File: src/rtl/rtc_cal_pkg.sv
package rtc_cal_pkg;
  localparam int NUM_FIELDS = 7;
  localparam int F_SEC  = 0;
  localparam int F_MIN  = 1;
  localparam int F_HOUR = 2;
  localparam int F_DAY  = 3;
  localparam int F_MON  = 4;
  localparam int F_YEAR = 5;
  localparam int F_WDAY = 6;

  localparam int C_RUN    = 0;
  localparam int C_ROUND  = 1;
  localparam int C_AUTO   = 2;
  localparam int C_12H    = 3;
  localparam int C_SNAP   = 6;
  localparam int C_SHADOW = 7;
  localparam logic [7:0] CTRL_WMASK = 8'hCF;

  typedef logic [NUM_FIELDS-1:0][7:0] cal_t;

  // weekday, year, month, day, hour, minute, second
  localparam cal_t CAL_RESET = {8'h00, 8'h00, 8'h01, 8'h01, 8'h00, 8'h00, 8'h00};

  function automatic logic [7:0] bcd_inc(input logic [7:0] b);
    if (b[3:0] >= 4'd9) return {b[7:4] + 4'd1, 4'h0};
    return b + 8'd1;
  endfunction

  function automatic logic [7:0] bcd2bin(input logic [7:0] b);
    return ({4'h0, b[7:4]} * 8'd10) + {4'h0, b[3:0]};
  endfunction

  function automatic logic [7:0] bin2bcd(input logic [7:0] v);
    logic [7:0] tens, ones;
    tens = v / 8'd10;
    ones = v - tens * 8'd10;
    return {tens[3:0], ones[3:0]};
  endfunction

  function automatic logic [7:0] month_len(input logic [7:0] mon, input logic [7:0] yr);
    logic [7:0] ybin;
    ybin = bcd2bin(yr);
    case (mon)
      8'h02:                      return (ybin[1:0] == 2'b00) ? 8'h29 : 8'h28;
      8'h04, 8'h06, 8'h09, 8'h11: return 8'h30;
      default:                    return 8'h31;
    endcase
  endfunction

  function automatic logic [7:0] to_12h(input logic [7:0] h);
    logic [7:0] hb, h12;
    logic pm;
    hb  = bcd2bin(h);
    pm  = (hb >= 8'd12);
    h12 = pm ? hb - 8'd12 : hb;
    if (h12 == 8'd0) h12 = 8'd12;
    return {pm, bin2bcd(h12)[6:0]};
  endfunction

  // Advance by one second (from_min=0) or by one minute (from_min=1).
  function automatic cal_t cal_step(input cal_t t, input logic from_min);
    cal_t r;
    logic c;
    r = t;
    c = 1'b1;
    if (!from_min) begin
      if (t[F_SEC] == 8'h59) r[F_SEC] = 8'h00;
      else begin r[F_SEC] = bcd_inc(t[F_SEC]); c = 1'b0; end
    end
    if (c) begin
      if (t[F_MIN] == 8'h59) r[F_MIN] = 8'h00;
      else begin r[F_MIN] = bcd_inc(t[F_MIN]); c = 1'b0; end
    end
    if (c) begin
      if (t[F_HOUR] == 8'h23) r[F_HOUR] = 8'h00;
      else begin r[F_HOUR] = bcd_inc(t[F_HOUR]); c = 1'b0; end
    end
    if (c) begin
      r[F_WDAY] = (t[F_WDAY] >= 8'd6) ? 8'd0 : t[F_WDAY] + 8'd1;
      if (t[F_DAY] == month_len(t[F_MON], t[F_YEAR])) r[F_DAY] = 8'h01;
      else begin r[F_DAY] = bcd_inc(t[F_DAY]); c = 1'b0; end
    end
    if (c) begin
      if (t[F_MON] == 8'h12) r[F_MON] = 8'h01;
      else begin r[F_MON] = bcd_inc(t[F_MON]); c = 1'b0; end
    end
    if (c) r[F_YEAR] = (t[F_YEAR] == 8'h99) ? 8'h00 : bcd_inc(t[F_YEAR]);
    return r;
  endfunction
endpackage

File: src/rtl/rtc_sec_divider.sv
module rtc_sec_divider #(
  parameter int DIV_COUNT = 32768
) (
  input  logic clk,
  input  logic rst,
  input  logic run,
  input  logic tick_in,
  output logic sec_pulse
);
  localparam int CNT_W = (DIV_COUNT > 1) ? $clog2(DIV_COUNT) : 1;
  localparam logic [CNT_W-1:0] LAST = CNT_W'(DIV_COUNT - 1);

  logic [CNT_W-1:0] cnt;

  always_ff @(posedge clk) begin
    if (rst || !run)  cnt <= '0;
    else if (tick_in) cnt <= (cnt == LAST) ? '0 : cnt + 1'b1;
  end

  assign sec_pulse = run && tick_in && (cnt == LAST);

  a_r3_cnt_range: assert property (@(posedge clk) disable iff (rst) cnt <= LAST);
  a_r3_stop_clears: assert property (@(posedge clk) disable iff (rst) !run |=> cnt == '0);
endmodule

File: src/rtl/rtc_calendar.sv
module rtc_calendar
  import rtc_cal_pkg::*;
(
  input  logic       clk,
  input  logic       rst,
  input  logic       wr_en,
  input  logic [2:0] wr_idx,
  input  logic [7:0] wr_data,
  input  logic       round_req,
  input  logic       sec_pulse,
  output cal_t       live
);
  cal_t rounded;

  always_comb begin
    rounded = (live[F_SEC] >= 8'h30) ? cal_step(live, 1'b1) : live;
    rounded[F_SEC] = 8'h00;
  end

  always_ff @(posedge clk) begin
    if (rst) live <= CAL_RESET;
    else if (wr_en) begin
      if (int'(wr_idx) == F_WDAY) live[wr_idx] <= {5'b0, wr_data[2:0]};
      else                        live[wr_idx] <= wr_data;
    end
    else if (round_req) live <= rounded;
    else if (sec_pulse) live <= cal_step(live, 1'b0);
  end

  a_r4_sec_digit: assert property (@(posedge clk) disable iff (rst)
    (sec_pulse && !wr_en && !round_req && live[F_SEC][3:0] < 4'd9)
      |=> live[F_SEC][3:0] == $past(live[F_SEC][3:0]) + 4'd1);
  a_r5_month_end: assert property (@(posedge clk) disable iff (rst)
    (sec_pulse && !wr_en && !round_req && live[F_SEC] == 8'h59 && live[F_MIN] == 8'h59 &&
     live[F_HOUR] == 8'h23 && live[F_DAY] == month_len(live[F_MON], live[F_YEAR]))
      |=> (live[F_DAY] == 8'h01) && (live[F_WDAY] != $past(live[F_WDAY])));
  a_r8_round_zero: assert property (@(posedge clk) disable iff (rst)
    (round_req && !wr_en) |=> live[F_SEC] == 8'h00);
  a_r12_write_wins: assert property (@(posedge clk) disable iff (rst)
    (wr_en && wr_idx == 3'd0) |=> live[F_SEC] == $past(wr_data));
endmodule

File: src/rtl/bcd_clock_core.sv
module bcd_clock_core
  import rtc_cal_pkg::*;
#(
  parameter int DIV_COUNT = 32768,
  parameter int ADDR_W    = 4
) (
  input  logic              clk,
  input  logic              rst,
  input  logic              tick_32k,
  input  logic [ADDR_W-1:0] bus_addr,
  input  logic [7:0]        bus_wdata,
  input  logic              bus_we,
  input  logic              bus_re,
  output logic [7:0]        bus_rdata
);
  localparam logic [ADDR_W-1:0] A_TIME_END = ADDR_W'(NUM_FIELDS - 1);
  localparam logic [ADDR_W-1:0] A_CTRL     = ADDR_W'(8);
  localparam logic [ADDR_W-1:0] A_STAT     = ADDR_W'(9);
  localparam logic [ADDR_W-1:0] A_COMP_LO  = ADDR_W'(10);
  localparam logic [ADDR_W-1:0] A_COMP_HI  = ADDR_W'(11);

  logic [7:0] ctrl_q, comp_lo, comp_hi, rd_val, fld;
  logic       run_q, sec_pulse, time_wr, ctrl_wr;
  cal_t       live, shadow, src;

  assign time_wr = bus_we && (bus_addr <= A_TIME_END);
  assign ctrl_wr = bus_we && (bus_addr == A_CTRL);

  rtc_sec_divider #(.DIV_COUNT(DIV_COUNT)) u_div (
    .clk(clk), .rst(rst), .run(ctrl_q[C_RUN]), .tick_in(tick_32k), .sec_pulse(sec_pulse)
  );

  rtc_calendar u_cal (
    .clk(clk), .rst(rst), .wr_en(time_wr), .wr_idx(bus_addr[2:0]), .wr_data(bus_wdata),
    .round_req(ctrl_q[C_ROUND]), .sec_pulse(sec_pulse), .live(live)
  );

  for (genvar i = 0; i < NUM_FIELDS; i++) begin : g_shadow
    always_ff @(posedge clk) begin
      if (rst)                 shadow[i] <= CAL_RESET[i];
      else if (ctrl_q[C_SNAP]) shadow[i] <= live[i];
    end
  end

  always_ff @(posedge clk) begin
    if (rst) begin
      ctrl_q  <= 8'h00;
      comp_lo <= 8'h00;
      comp_hi <= 8'h00;
      run_q   <= 1'b0;
    end else begin
      run_q <= ctrl_q[C_RUN];
      if (ctrl_wr) ctrl_q <= bus_wdata & CTRL_WMASK;
      else begin
        ctrl_q[C_SNAP]  <= 1'b0;
        ctrl_q[C_ROUND] <= 1'b0;
      end
      if (bus_we && bus_addr == A_COMP_LO) comp_lo <= bus_wdata;
      if (bus_we && bus_addr == A_COMP_HI) comp_hi <= bus_wdata;
    end
  end

  always_comb begin
    src = ctrl_q[C_SHADOW] ? shadow : live;
    fld = src[bus_addr[2:0]];
    if (int'(bus_addr) == F_HOUR && ctrl_q[C_12H]) fld = to_12h(fld);
    if (bus_addr <= A_TIME_END)     rd_val = fld;
    else if (bus_addr == A_CTRL)    rd_val = ctrl_q;
    else if (bus_addr == A_STAT)    rd_val = {6'b0, run_q, 1'b0};
    else if (bus_addr == A_COMP_LO) rd_val = comp_lo;
    else if (bus_addr == A_COMP_HI) rd_val = comp_hi;
    else                            rd_val = 8'h00;
  end

  always_ff @(posedge clk) begin
    if (rst)         bus_rdata <= 8'h00;
    else if (bus_re) bus_rdata <= rd_val;
  end

  a_r6_snap_copy: assert property (@(posedge clk) disable iff (rst)
    ctrl_q[C_SNAP] |=> shadow == $past(live));
  a_r6_snap_clear: assert property (@(posedge clk) disable iff (rst)
    (ctrl_q[C_SNAP] && !ctrl_wr) |=> !ctrl_q[C_SNAP]);
  a_r8_round_clear: assert property (@(posedge clk) disable iff (rst)
    (ctrl_q[C_ROUND] && !ctrl_wr) |=> !ctrl_q[C_ROUND]);
  a_r10_status_run: assert property (@(posedge clk) disable iff (rst)
    1'b1 |=> run_q == $past(ctrl_q[C_RUN]));
  a_r2_rdata_hold: assert property (@(posedge clk) disable iff (rst)
    !bus_re |=> $stable(bus_rdata));
endmodule

File: config.mk
export PLATFORM = sky130hd
export DESIGN_NAME = bcd_clock_core
export DESIGN_NICKNAME = d
export VERILOG_FILES = /design/src/rtl/rtc_cal_pkg.sv /design/src/rtl/rtc_sec_divider.sv /design/src/rtl/rtc_calendar.sv /design/src/rtl/bcd_clock_core.sv
export SDC_FILE = /design/constraint.sdc
export NUM_CORES = 1
export LEC_CHECK = 0
export BUFFER_PORTS_ARGS = -buffer_cell sky130_fd_sc_hd__buf_4
export CAP_MARGIN = 20
export CELL_PAD_IN_SITES_DETAIL_PLACEMENT = 0
export CELL_PAD_IN_SITES_GLOBAL_PLACEMENT = 1
export CORE_ASPECT_RATIO = 0.9
export CORE_MARGIN = 2
export CORE_UTILIZATION = 40
export CTS_CLUSTER_SIZE = 30
export DETAILED_ROUTE_END_ITERATION = 8
export PLACE_DENSITY = 0.8
export SYNTH_ARGS = -nofsm -noshare
export SYNTH_HDL_FRONTEND = slang
export SYNTH_SLANG_ARGS = --single-unit
export TNS_END_PERCENT = 30
File: constraint.sdc
create_clock -name clk -period 28.4 [get_ports clk]
set_input_delay 5.68 -clock clk [delete_from_list [all_inputs] [get_ports clk]]
set_output_delay 5.68 -clock clk [all_outputs]
set_load 0.01 [all_outputs]
# ---- Word-level counts from Yosys, hierarchy flattened
# Cells that the tools add are included.
# W data, S select, Z words.
dict set report op_classes {
  n_mul 3
  n_bitwise 1
  mux 148
  addsub 18
  order_cmp 12
  div_mod_pow 1
  eq_ne 24
  n_reduce_logical 25
}
# cell n
set ops {}
lappend ops {{$mux W8} 57}
lappend ops {{$mux W56} 6}
lappend ops {{$bwmux W56} 2}
lappend ops {{$mux W1} 79}
lappend ops {{$add A8 B1 Y8 const B} 7}
lappend ops {{$add A4 B1 Y4 const B} 6}
lappend ops {{$bmux W8 S3} 1}
lappend ops {{$demux W8 S3} 1}
lappend ops {{$ge A4 B4 Y1 const B} 6}
lappend ops {{$reduce_bool A3 Y1} 6}
lappend ops {{$eq A4 B4 Y1 const B} 4}
lappend ops {{$eq A8 B3 Y1 const B} 2}
lappend ops {{$eq A8 B5 Y1 const B} 2}
lappend ops {{$eq A8 B7 Y1 const B} 2}
lappend ops {{$eq A8 B8 Y1} 2}
lappend ops {{$pmux W8 S2} 1}
lappend ops {{$reduce_and A4 Y1} 4}
lappend ops {{$add A15 B1 Y15 const B} 1}
lappend ops {{$eq A15 B15 Y1 const B} 1}
lappend ops {{$mux W15} 1}
lappend ops {{$ne A3 B1 Y1 const B} 5}
lappend ops {{$add A8 B4 Y8} 1}
lappend ops {{$div A8 B4 Y8 const B} 1}
lappend ops {{$eq A8 B2 Y1 const B} 1}
lappend ops {{other kinds (26)} 33}
dict set report word_totals {
  ff_bits 158
  wordCells 253
}

# ---- Logic depth before layout (Yosys ltp)
dict set report depth {
  word_depth 44
  mapped_depth 39
}

# ---- Cells and area by module
# From an unflattened synthesis, not the netlist that was laid out.
dict set report hier_totals {
  cells_unflattened 1205
  area_unflattened_um2 10269.8
}
# module instances area_per_inst_um2 cells_per_inst
set by_module_without_submodules {}
lappend by_module_without_submodules {bcd_clock_core 1 5647.9 621}
lappend by_module_without_submodules {rtc_calendar 1 3893.7 505}
lappend by_module_without_submodules {rtc_sec_divider 1 728.2 79}

# ---- Worst setup path after synthesis
# Ideal clock, no wire load.
dict set report synth_path {
  kind {input port to flip-flop}
  start {input bus_addr[0]}
  end {register bus_rdata[2]}
  arrival_ps 13750
  stages 37
  path_slack_ps 14565
  setup_time_ps 86
  path_cell_list {buf_1 > buf_1 > mux4_2 > mux4_2 > ha_1 > ha_1 > inv_1 > fa_1 > buf_2 > and2b_1 > o21ai_1 > nand2_1 > xnor2_1 > a221o_1 > inv_2 > ha_1 > inv_1 > a211oi_1 > a2bb2oi_1 > o221a_2 > o31ai_1 > a21oi_1 > ha_1 > nand2_1 > a21o_1 > nand3_1 > inv_1 > ha_1 > nor2b_1 > o2111ai_1 > a32oi_2 > inv_1 > ha_1 > fa_1 > mux2i_1 > a22oi_1 > a211oi_1}
}
dict set report synth_via {
  elab_chain_cells 14
  elab_cells_between_ends 26
}
# item line_no
set synth_lines {}
lappend synth_lines {{from (decl)} bcd_clock_core.sv:10} ;# input logic [ADDR_W-1:0] bus_addr,
lappend synth_lines {{$bmux W8 S3} bcd_clock_core.sv:65} ;# fld = src[bus_addr[2:0]];
lappend synth_lines {{$mux W8 (implied by the code)} bcd_clock_core.sv:65}
lappend synth_lines {{$mul A4 B3 Y7} rtc_cal_pkg.sv:30} ;# return ({4'h0, b[7:4]} * 8'd10) + {4'h0, b[3:0]};
lappend synth_lines {{$add A8 B4 Y8} rtc_cal_pkg.sv:30}
lappend synth_lines {{$sub A8 B4 Y8 or $ge A8 B4 Y1 (tied branches)} {rtc_cal_pkg.sv:55, rtc_cal_pkg.sv:54}}
lappend synth_lines {{$mux W8} rtc_cal_pkg.sv:55} ;# h12 = pm ? hb - 8'd12 : hb;
lappend synth_lines {{$logic_not A8 Y1} rtc_cal_pkg.sv:56} ;# if (h12 == 8'd0) h12 = 8'd12;
lappend synth_lines {{$mux W8} rtc_cal_pkg.sv:56}
lappend synth_lines {{$mux W8} bcd_clock_core.sv:66} ;# if (int'(bus_addr) == F_HOUR && ctrl_q[C_12H]) fld = to_12h(fld);
lappend synth_lines {{$div A8 B4 Y8} rtc_cal_pkg.sv:35} ;# tens = v / 8'd10;
lappend synth_lines {{$mul A8 B3 Y3} rtc_cal_pkg.sv:36} ;# ones = v - tens * 8'd10;
lappend synth_lines {{$sub A4 B4 Y4} rtc_cal_pkg.sv:36}
lappend synth_lines {{$mux W8} bcd_clock_core.sv:66}
lappend synth_lines {{$mux W8 *} bcd_clock_core.sv:67} ;# if (bus_addr <= A_TIME_END) rd_val = fld;
lappend synth_lines {{to (signal assigned)} bcd_clock_core.sv:77} ;# else if (bus_re) bus_rdata <= rd_val;
lappend synth_lines {{to (decl)} bcd_clock_core.sv:14} ;# output logic [7:0] bus_rdata
# Mark *: on every way between the ends. The rest lies on a longest branch, timed or not. The select of a mux whose other input is x is not followed.
# A chain may end at the register's enable or synchronous reset.

# ---- Worst setup path in the final report
dict set report layout_path {
  start {input bus_addr[1]}
  end {register bus_rdata[2]}
}
# Same word-level chain as after synthesis.

==> impl_metrics.yaml <==
synth:
  yosys_warnings: 0
  synth_nets: 1284
  ys_seq_area_share_pct: 30.85
  yosys_most_used_dff: "dfxtp_1"
  synth_edf_count: 0
  ys_types: 87
  syn_avg_cell_area_um2: 8.439
  async_reset_ff_share_pct: 0
  yosys_register_bits: 158
  synth_area_mm2: 0.01025
  synth_cells: 1215
layout:
  antenna_cells: 0
  area_delta_synth_final_pct: 9.823
  final_cell_mix: "nor2_1 (196), dfxtp_1 (157), mux2i_1 (100), nand2_1 (94), o21ai_0 (62)"
  regArea_mm2: 0.003167
  post-route-util_pct: 44.71
  n_fill_cell: 2532
  final_common_cell: "nor2_1"
  drive_gt1_share_pct: 9.143
  multi_input_area_mm2: 0.006618
  instances_no_fill: 1556
  nets: 1270
placement:
  place_inst: 1520
  port_buffers: 24
  dp_hpwl_um: 20020
  gp_congestion: 0.8455
  preCtsSetupSlack_ps: 14090
sta:
  fin_crit_sh_pct: 49.03
  rsz0062_at_grt: "false"
  hold_ws_ps: 486.9
  tightestPinTransition_ps: 1015
  min_period_ps: 13920
  finalSetupTns_ps: 0
  setup_slack_ps: 14480
  fmax_mhz: 71.81
  setup_viol: 0
  relSlewSlack_pct: 32.31
  slew_violations: 0
  final.setup_skew_ps: 9.485
  hold_viol_final: 0
global_route:
  use_met3_pct: 3.631
  grtUsageTotal_pct: 21.20
  grtUsageMet2_pct: 33.51
  grt_pass1_vias: 8394
  grt_busiest_layer: "met2"
  gr-total-overflow: 0
  grt_max_degree: 90
  grt_antenna_before_repair: 0
  gr-usage-met1_pct: 29.72
  grt_pass1_wl_um: 45660
critical_path:
  cp-startpoint: "bus_addr[1]"
  path_depth: 37
  cp-start-kind: "primary input"
  critPathKind: "primary input to register"
  worst_path_dominant_cell_family: "compound AO/OA/AOI/OAI gates"
  crit_path_max_incr_delay_ps: 610
  reg2reg_depth: 37
  cp_slowest_cell: "mux4_2"
  path_buf_inv: 7
  required_ps: 28760
  endpoint_kind: "register"
  cp.arrival_ps: 14280
  rr_startpoint: "ctrl_q[7]"
  crit_path_frequent_cell: "ha_1"
  cp_max_fo: 46
pwr:
  p_leak_uw: 0.004017
  power.density_mw_per_mm2: 44.60
  peakVddDrop_uv: 39.10
detailed_routing:
  drtIter0Drc: 756
  ant_nets: 0
  routed_wl_um: 28150
  wl_per_cell_um: 18.09
  drc: 0
  drt-pass1-iter-count: 5
  route.vias.total: 8938
  via_per_inst: 5.744
cts:
  clk_pin_slew_ps: 70
  numCtsBuffers: 17
  htreeDepth: 4
  cts.sinks: 158
  cts-root-buf: "clkbuf_16"
  cts_tree: "yes"
  insertion_delay_ps: 440
  cts_setup_buffers: 0
  cts_resized: 0
  ctsHoldBuffers: 0
  clockBufferDepth: 2
outcome:
  status: "complete, no violations"
floorplan:
  die_h_um: 155.9
  die_area_mm2: 0.02693
  core_area_mm2: 0.02519
  ioPinCount: 25
  fp-row-count: 55
  die_w_um: 172.8
  start_util_pct: 40.71
hold_path:
  worstHoldStart: "comp_lo[1]"
  min_path_cells: 2
  hold_class: "register to register"
job:
  drv_cap: 0
==> area by class of cell <==
cell class | count | area share (%)
inverter | 55 | 1.833
sequential | 158 | 28.12
timing repair buffer | 34 | 2.244
clock inverter | 12 | 1.178
tap | 342 | 3.800
multi-input combinational | 935 | 58.77
clock buffer | 20 | 4.056
==> cell usage after synthesis, types with 3 or more instances <==
cell type | instances | share of area, %
a211o_1 | 5 | 0.43
a21o_1 | 9 | 0.66
mux2_2 | 3 | 0.33
dfxtp_1 | 158 | 31
nor2b_1 | 9 | 0.55
or2_2 | 3 | 0.18
buf_1 | 18 | 0.66
a31oi_1 | 13 | 0.79
and3_1 | 11 | 0.67
inv_1 | 53 | 1.9
a211oi_1 | 41 | 3.0
o31a_1 | 5 | 0.43
a221o_1 | 3 | 0.29
o21ai_0 | 62 | 3.0
xor2_1 | 17 | 1.5
mux2i_1 | 100 | 9.8
a22oi_1 | 37 | 2.7
or3_1 | 8 | 0.49
o21ai_1 | 5 | 0.24
o31ai_1 | 10 | 0.73
nor3_1 | 18 | 0.88
a221oi_1 | 3 | 0.26
ha_1 | 49 | 6.0
o22ai_1 | 6 | 0.37
buf_2 | 3 | 0.15
a32oi_1 | 4 | 0.34
a21oi_1 | 36 | 1.8
xnor2_1 | 20 | 1.7
nor4_1 | 5 | 0.31
nand4_1 | 14 | 0.85
o211ai_1 | 8 | 0.59
nand3_1 | 16 | 0.78
o21a_1 | 8 | 0.59
clkbuf_1 | 44 | 1.6
nor2_1 | 196 | 7.2
and4_1 | 3 | 0.26
a32o_1 | 8 | 0.78
nand2b_1 | 15 | 0.92
mux4_2 | 21 | 4.6
nand2_1 | 94 | 3.4
fa_1 | 3 | 0.59
and2_1 | 5 | 0.31
nor3b_1 | 4 | 0.29
==> through the flow <==
stage,total power (µW),area [µm²]
floorplan,261.8,10250
global placement,273.8,10640
detailed placement,273.8,10640
CTS,506.4,11230
global route,519.8,11260
finish,502.2,11260
==> worst paths after layout <==
check / end / slack (ps)
max: bus_rdata[2] / 14480
min: comp_lo[1] / 490
max reg2reg: bus_rdata[2] / 19580
min reg2reg: comp_lo[1] / 490
==> worst min-delay path, cell delays in order (launching register included) <==
cell,delay (ps)
dfxtp_1,320
mux2i_1,60
nor2_1,70
==> state kept, by name, indices dropped and copies added, names as in the netlist <==
| register | count |
|---|---|
| comp_lo | 8 |
| shadow | 56 |
| run_q | 1 |
| u_div.cnt | 15 |
| ctrl_q | 6 |
| comp_hi | 8 |
| u_cal.live | 56 |
| bus_rdata | 8 |
==> power breakdown <==
part / leakage (µW) / internal [µW] / switching (µW)
clock: 0.000289 / 135 / 98.2
combinational: 0.00245 / 15.7 / 28.1
sequential: 0.00128 / 223 / 2.27
total: 0.00402 / 374 / 129
==> cell families (layout without fill, tap and decap cells) <==
| kind of cell | count (synthesis) | count (layout) | synth area share [%] |
|---|---|---|---|
| compound gates | 305 | 305 | 21.28 |
| xor+xnor | 37 | 37 | 3.160 |
| mux | 127 | 127 | 15.36 |
| flops | 158 | 158 | 30.85 |
| buf+inv | 122 | 121 | 4.613 |
| fa+ha+maj | 53 | 53 | 6.675 |
| simple gates | 413 | 413 | 18.06 |
==> metal layers <==
layer  part of all wire [%]  wire length, µm
met5                      0                0
met4                    1.6              437
met3                    4.4             1235
met2                     45            12700
met1                     49            13780
Note: power is estimated with default switching activity, not from simulation.
